### src/rtl/wdsup_pkg.sv
package wdsup_pkg;

    typedef enum logic {
        PH_HOLD  = 1'b0,
        PH_WATCH = 1'b1
    } phase_e;

    typedef struct packed {
        logic ext;
        logic long_sel;
    } mode_t;

    function automatic int max_i(int a, int b);
        return (a > b) ? a : b;
    endfunction

endpackage

### src/rtl/wdsup_edge_det.sv
module wdsup_edge_det #(
    parameter int SYNC_STAGES = 2
) (
    input  logic clk,
    input  logic rst_n,
    input  logic wdi,
    output logic edge_o
);
    localparam int W = SYNC_STAGES + 1;

    logic [W-1:0] sh_d;
    logic [W-1:0] sh_q;

    assign sh_d[0] = wdi;
    for (genvar i = 1; i < W; i++) begin : g_stage
        assign sh_d[i] = sh_q[i-1];
    end

    always_ff @(posedge clk or negedge rst_n) begin
        if (!rst_n) sh_q <= '0;
        else        sh_q <= sh_d;
    end

    // oldest two stages differ: one transition, either polarity
    assign edge_o = sh_q[W-1] ^ sh_q[W-2];

endmodule

### src/rtl/wdsup_period_sel.sv
module wdsup_period_sel
    import wdsup_pkg::*;
#(
    parameter int EXT_LONG  = 4096,
    parameter int EXT_SHORT = 1024,
    parameter int INT_LONG  = 16384,
    parameter int INT_SHORT = 1024,
    parameter int CW        = 15
) (
    input  mode_t          mode,
    input  logic           post_rst,
    output logic [CW-1:0]  limit
);
    always_comb begin
        if (post_rst)
            limit = mode.ext ? CW'(EXT_LONG) : CW'(INT_LONG);
        else if (mode.ext)
            limit = CW'(EXT_SHORT);
        else
            limit = mode.long_sel ? CW'(INT_LONG) : CW'(INT_SHORT);
    end
endmodule

### src/rtl/wdsup_core.sv
module wdsup_core
    import wdsup_pkg::*;
#(
    parameter int RST_TICKS = 512,
    parameter int CW        = 15
) (
    input  logic          clk,
    input  logic          rst_n,
    input  logic          tick_en,
    input  logic          wdi_edge,
    input  logic          pwr_fail,
    input  mode_t         mode_in,
    input  logic [CW-1:0] limit,
    output mode_t         mode_q,
    output logic          post_q,
    output logic          rst_active,
    output logic          wdog_ok
);
    typedef struct packed {
        phase_e        phase;
        logic [CW-1:0] cnt;
        logic          post;
        logic          ok;
        mode_t         mode;
    } core_st_t;

    core_st_t st_d, st_q;
    logic [CW-1:0] cnt_inc;
    logic          timeout;

    always_comb begin
        st_d    = st_q;
        cnt_inc = st_q.cnt + CW'(1);
        timeout = 1'b0;
        if (st_q.phase == PH_HOLD) begin
            st_d.mode = mode_in;
            if (pwr_fail) begin
                st_d.cnt = '0;
            end else if (tick_en) begin
                if (cnt_inc == CW'(RST_TICKS)) begin
                    st_d.phase = PH_WATCH;
                    st_d.cnt   = '0;
                    st_d.post  = 1'b1;
                end else begin
                    st_d.cnt = cnt_inc;
                end
            end
        end else begin
            if (pwr_fail) begin
                st_d.phase = PH_HOLD;
                st_d.cnt   = '0;
            end else if (wdi_edge) begin
                st_d.cnt  = '0;
                st_d.post = 1'b0;
            end else if (tick_en) begin
                if (cnt_inc == limit) begin
                    timeout    = 1'b1;
                    st_d.phase = PH_HOLD;
                    st_d.cnt   = '0;
                end else begin
                    st_d.cnt = cnt_inc;
                end
            end
        end
        if (pwr_fail || wdi_edge) st_d.ok = 1'b1;
        else if (timeout)         st_d.ok = 1'b0;
    end

    always_ff @(posedge clk or negedge rst_n) begin
        if (!rst_n) begin
            st_q.phase <= PH_HOLD;
            st_q.cnt   <= '0;
            st_q.post  <= 1'b1;
            st_q.ok    <= 1'b1;
            st_q.mode  <= '0;
        end else begin
            st_q <= st_d;
        end
    end

    assign mode_q     = st_q.mode;
    assign post_q     = st_q.post;
    assign rst_active = (st_q.phase == PH_HOLD);
    assign wdog_ok    = st_q.ok;

    // power-fail forces reset and a good status on the next edge
    p_pf_hold_r3: assert property (@(posedge clk) disable iff (!rst_n)
        pwr_fail |=> (rst_active && wdog_ok));

    // status only falls together with a reset pulse starting
    p_timeout_rst_r9: assert property (@(posedge clk) disable iff (!rst_n)
        $fell(wdog_ok) |-> rst_active);

    // an acted-on edge always leaves the status good
    p_edge_ok_r9: assert property (@(posedge clk) disable iff (!rst_n)
        wdi_edge |=> wdog_ok);

    // the count never reaches the active limit while watching
    p_cnt_bound_r4: assert property (@(posedge clk) disable iff (!rst_n)
        (st_q.phase == PH_WATCH) |-> (st_q.cnt < limit));

    // the pulse count stays below its length
    p_pulse_bound_r2: assert property (@(posedge clk) disable iff (!rst_n)
        (st_q.phase == PH_HOLD) |-> (st_q.cnt < CW'(RST_TICKS)));

    // a pulse can end only on a tick
    p_release_tick_r11: assert property (@(posedge clk) disable iff (!rst_n)
        $fell(rst_active) |-> $past(tick_en));

    // modes stay frozen while watching
    p_mode_frozen_r10: assert property (@(posedge clk) disable iff (!rst_n)
        (!rst_active && $past(!rst_active)) |-> $stable(mode_q));

endmodule

### src/rtl/wdog_supervisor.sv
module wdog_supervisor
    import wdsup_pkg::*;
#(
    parameter int RST_TICKS   = 512,
    parameter int EXT_LONG    = 4096,
    parameter int EXT_SHORT   = 1024,
    parameter int INT_LONG    = 16384,
    parameter int INT_SHORT   = 1024,
    parameter int SYNC_STAGES = 2
) (
    input  logic clk,
    input  logic rst_n,
    input  logic tick_en,
    input  logic wdi,
    input  logic pwr_fail,
    input  logic ext_clk_mode,
    input  logic long_sel,
    output logic rst_out,
    output logic rst_out_n,
    output logic wdog_ok
);
    localparam int MAX_T = max_i(max_i(max_i(RST_TICKS, EXT_LONG), EXT_SHORT),
                                 max_i(INT_LONG, INT_SHORT));
    localparam int CW    = $clog2(MAX_T + 1);

    logic          wdi_edge;
    logic [CW-1:0] limit;
    mode_t         mode_in;
    mode_t         mode_q;
    logic          post_q;
    logic          rst_active;

    assign mode_in.ext      = ext_clk_mode;
    assign mode_in.long_sel = long_sel;

    wdsup_edge_det #(.SYNC_STAGES(SYNC_STAGES)) i_edge (
        .clk    (clk),
        .rst_n  (rst_n),
        .wdi    (wdi),
        .edge_o (wdi_edge)
    );

    wdsup_period_sel #(
        .EXT_LONG (EXT_LONG),
        .EXT_SHORT(EXT_SHORT),
        .INT_LONG (INT_LONG),
        .INT_SHORT(INT_SHORT),
        .CW       (CW)
    ) i_sel (
        .mode    (mode_q),
        .post_rst(post_q),
        .limit   (limit)
    );

    wdsup_core #(.RST_TICKS(RST_TICKS), .CW(CW)) i_core (
        .clk       (clk),
        .rst_n     (rst_n),
        .tick_en   (tick_en),
        .wdi_edge  (wdi_edge),
        .pwr_fail  (pwr_fail),
        .mode_in   (mode_in),
        .limit     (limit),
        .mode_q    (mode_q),
        .post_q    (post_q),
        .rst_active(rst_active),
        .wdog_ok   (wdog_ok)
    );

    assign rst_out   = rst_active;
    assign rst_out_n = ~rst_active;

endmodule

### config.mk
export PLATFORM = sky130hd
export DESIGN_NAME = wdog_supervisor
export DESIGN_NICKNAME = d
export VERILOG_FILES = /design/src/rtl/wdsup_pkg.sv /design/src/rtl/wdsup_edge_det.sv /design/src/rtl/wdsup_period_sel.sv /design/src/rtl/wdsup_core.sv /design/src/rtl/wdog_supervisor.sv
export SDC_FILE = /design/constraint.sdc
export NUM_CORES = 1
export LEC_CHECK = 0
export BUFFER_PORTS_ARGS = -buffer_cell sky130_fd_sc_hd__buf_4
export CORE_MARGIN = 4
export CORE_UTILIZATION = 46
export CTS_CLUSTER_SIZE = 24
export DETAILED_ROUTE_END_ITERATION = 7
export GPL_TIMING_DRIVEN = 0
export PLACE_DENSITY_LB_ADDON = 0.12
export REMOVE_ABC_BUFFERS = 1
export SLEW_MARGIN = 20
export SYNTH_ARGS = -nofsm -noshare
export SYNTH_HDL_FRONTEND = slang
export SYNTH_SLANG_ARGS = --single-unit
### constraint.sdc
create_clock -name clk -period 7.1 [get_ports clk]
set_input_delay 1.775 -clock clk [delete_from_list [all_inputs] [get_ports clk]]
set_output_delay 1.775 -clock clk [all_outputs]
set_load 0.01 [all_outputs]
; ---- Yosys cells after proc, flatten, opt, wreduce, memory -nomap -nowiden
; Cells that the tools add are included.
[word_totals]
in_bits = 7
regBits = 23
out_inout_bits = 3
wordCells = 49
[op_classes]
reduce_logical = 8
n_bitwise = 3
addsub = 1
eq_ne = 3
muxes = 27
[op_table]
columns = op, count
row1 = $mux W15, 8
row2 = $mux W17, 2
row3 = $mux W16, 2
row4 = $add A15 B1 Y15 const B, 1
row5 = $eq A15 B10 Y1 const B, 1
row6 = $eq A15 B15 Y1, 1
row7 = $mux W1, 15
row8 = $reduce_bool A2 Y1, 3
row9 = $reduce_bool A3 Y1, 2
row10 = $reduce_and A4 Y1, 1
row11 = $ne A2 B1 Y1 const B, 1
row12 = $not A1 Y1, 2
row13 = $reduce_and A2 Y1, 1
row14 = $logic_or A1 B1 Y1, 1
row15 = $xor A1 B1 Y1, 1

; ---- Depth between registers and ports, before layout
[logic_depth]
ltp_word = 11
depth_mapped = 8
depth_no_buf = 8

; ---- Hierarchy
; From an unflattened synthesis, not the netlist that was laid out.
[hier_totals]
cells_unflattened = 271
hier_area_um2 = 2209.6
[by_module_without_submodules]
columns = module, n_inst, cells_each, seq_area_each_um2, area_each_um2
row1 = wdsup_core, 1, 248, 503.0, 2001.9
row2 = wdsup_period_sel, 1, 18, 0.0, 120.1
row3 = wdsup_edge_det, 1, 4, 75.1, 83.8
row4 = wdog_supervisor, 1, 1, 0.0, 3.8

; ---- Worst setup path after synthesis
; No wires, ideal clock.
[synth_path]
path_type = input port to flip-flop
startpoint = input port tick_en
endpoint = register i_core.st_q[11] (netlist bit)
path_slack_ps = 4407
t_arrival_ps = 2625
required_time_ps = 7031
n_path_buf = 1
stages = 4
setup_ps = 69
path_cell_list = clkbuf_1 -> nand2_1 -> or3_1 -> nand3_1
[synth_between]
elab_chain_len = 2
word_cells_on_any_way = 3
cone_classes = 3 x reduce/logical
[synth_rtl]
columns = element, line
row1 = from (decl), wdog_supervisor.sv:13  ; input logic tick_en,
row2 = $reduce_bool A3 Y1 (no source line), --
row3 = $reduce_and A2 Y1 (no source line) *, --
row4 = to (signal assigned), wdsup_core.sv:77  ; st_q <= st_d;
row5 = to (decl), wdsup_core.sv:27  ; core_st_t st_d, st_q;
; Mark *: on every way between the ends. The rest lies on a longest branch, timed or not.
; A chain may end at the register's enable or synchronous reset.

; ---- Worst setup path after layout
[layout_path]
startpoint = register i_core.st_q[19] (netlist bit)
endpoint = output port rst_out
[layout_between]
elab_chain_len = 1
[layout_rtl]
columns = element, line
row1 = $not A1 Y1, --
row2 = to (decl), wdog_supervisor.sv:18  ; output logic rst_out,
; Every way passes these cells.

==> metrics <==
simple-gate share of the synthesized area=29.0%; Post-CTS Setup Inserts=0; Synth Cell Area=0.00150 mm2; hold_buf cts=0; Worst Path Max Fanout=9; RSZ-0062 raised after global routing=no; Switching Share=25.7%; post-synthesis compound-gate area fraction=21.5%; # diodes=0; flop-to-flop setup slack=4.30 ns; placed cells=206; power share of the combinational group=7.5%; Critical Path RT=5.33 ns; FF-to-FF path depth=8; H-tree depth=1; initial antenna violation count=0; Final Hold Viols=0; final core utilization=51.7%; Hold Startpoint=i_edge.sh_q[0]; worst vdd ir=0.0894 mV; PD cells=136 mW/mm2; starting density of the core=48.8%; flops & latches, synth=23; min setup slack post-route=4.21 ns; internal power=0.000161 W; routed vias/inst=6.14; Root Buffer=clkbuf_4; post-CTS sizing=0; Clk pin slew, worst setup/hold paths=0.14 ns; reg2reg start=i_core.st_q[4]; Setup crit start kind=register; largest net degree at the start of global routing=24; Final Slew Violations=0; CTS tree=done; Hold Crit Depth=0; Slew @ Worst Pin=0.903 ns; post-synthesis xor/xnor area fraction=2.92%; Worst slew margin=39.6%; fillers=324; DR vias=1,290; Area Overhead vs Synth=5.92%; setup TNS=0 ns; Iter 0 DRT Violations=89; GP Congestion=0.854; Clk network pwr share=29.6%; ys flop type=dfrtp_1; Nets=175; Worst-Skew Late Latency=0.32 ns; CP Capture Type=output pin; Post-synth ARST share=100%; post-synth top area cell=dfrtp_1; Die Y=65.1 um; final wirelength=3270 um; Num CTS Buffers=3; CTS Buffer Depth=2; share of cells above drive strength 1=14.5%; Setup-failing EPs final=0; RR Endpoint=i_core.st_q[16]; Max Cap Viol=0; multiplexer share of the synthesized area=2.25%; Synth Area in Adders=0.833%; Area contributors post-synth=dfrtp_1, nand2_1, dfstp_2; # port buffers=9; vias in the first global route=1,262; fin crit period=2.89 ns; die area=0.00424 mm2; post-synth top area share=35.0%; status=complete, no violations; main combinational cell family by area after synthesis=simple AND/OR/NAND/NOR gates; non-filler cells in the finished layout=210; WHS Endpoint=i_edge.sh_q[1]; count leader, synth=nand2_1; drt first pass iters=5; DRC viols=0; total leakage power=0.654 nW; Unique masters post-synth=44; top post-synthesis cells by count=nand2_1, dfrtp_1, nand3_1; Hold Path Class=reg2reg; first-pass GRT wire length=5710 um; register share of total power=62.8%; DP Wirelength=2370 um; Placement Rows=20; core footprint=0.00308 mm2; antenna viol nets, final=0; Mean Syn Cell Area=9.10 um2; critical path data arrival time=1.12 ns; Die X=65.1 um; Avg WL per Cell=15.6 um; number of synthesized flops with an enable pin=0; Final Cycle Share=40.7%; Cells after Synth=165; total gr overflow=0; io pins=10; Layout Skew=0.0100 ns; Setup Crit Path Kind=reg2out; net switching power=0.0000556 W; total track usage=17.1%; Max Freq=346 MHz; Yosys Warn Count=0; sequential cell area fraction in the yosys report=38.5%; CTS Sinks=23; worst slack at placement=3.94 ns
## through the flow
stage               hold slack [ns]  instance area [um2]  total power [W]
finish                        0.373                 1590         0.000217
global route                  0.390                 1590         0.000232
CTS                           0.381                 1590         0.000220
detailed placement            0.344                 1560         0.000155
global placement              0.340                 1560         0.000155
floorplan                     0.331                 1440         0.000146
## how the worst max path moves through the flow
stage / startpoint / endpoint / slack [ns]
2_1_floorplan: pwr_fail / i_core.st_q[4] / 4.42
3_3_place_gp: pwr_fail / i_core.st_q[4] / 3.93
3_5_place_dp: pwr_fail / i_core.st_q[16] / 3.94
4_1_cts: i_core.st_q[19] / rst_out / 4.18
5_1_grt: i_core.st_q[19] / rst_out / 4.09
6_report: i_core.st_q[19] / rst_out / 4.21
## registers in the layout, indices dropped and copies added (netlist names)
signal          cells
i_core.mode_q       2
i_core.wdog_ok      1
i_core.post_q       1
i_core.st_q        16
i_edge.sh_q         3
## routing by layer
| metal | track usage, % | wire length (um) | vias up |
|---|---|---|---|
| met4 | 6.74 | 67 | 0 |
| met2 | 29.8 | 1590 | 41 |
| li1 | - | - | 626 |
| met5 | 0 | 0 | - |
| met3 | 2.91 | 161 | 7 |
| met1 | 21.2 | 1450 | 616 |
## kinds of logic (layout without fill, tap and decap cells)
| kind of cell | Yosys count | in the layout |
|---|---|---|
| DFF | 23 | 23 |
| muxes | 3 | 3 |
| and+or+nand+nor | 78 | 78 |
| AOI/OAI and AO/OA | 40 | 40 |
| xor gates and xnor gates | 5 | 5 |
| buffers and inverters | 15 | 16 |
| adders and majority gates | 1 | 1 |
## worst max-delay path, stage by stage (launching register included)
cell and delay, ns:
dfrtp_1 0.52, inv_1 0.11, buf_4 0.16
## layout make-up
class	instances	area [um2]	share of cell area, %
clock buffers	3	22.5	1.42
clock inverters	1	7.51	0.472
inverters	3	11.3	0.708
multi-input cells	127	848	53.3
flip-flops and latches	23	578	36.3
well taps	44	55.1	3.46
repair buffers	9	67.6	4.25
## power groups by stage
| stage | Clock [W] | Combinational (W) | Sequential [W] |
|---|---|---|---|
| 2_1_floorplan | 0 | 0.00000825 | 0.000138 |
| 3_3_place_gp | 0 | 0.0000164 | 0.000138 |
| 3_5_place_dp | 0 | 0.0000165 | 0.000138 |
| 4_1_cts | 0.0000673 | 0.0000165 | 0.000136 |
| 5_1_grt | 0.0000765 | 0.0000186 | 0.000136 |
| 6_report | 0.0000642 | 0.0000163 | 0.000136 |
## layout by cell type (no fill, tap or decap), types with 4 or more instances in the layout
master / instances
a21oi_1: 6
nand3_1: 10
nor3b_1: 4
nor4_1: 4
and2_1: 4
nand2_1: 29
buf_4: 9
a31oi_1: 6
and4_1: 5
o21ai_0: 5
dfrtp_1: 21
nor3_1: 5
(Power assumes the default switching activity.)
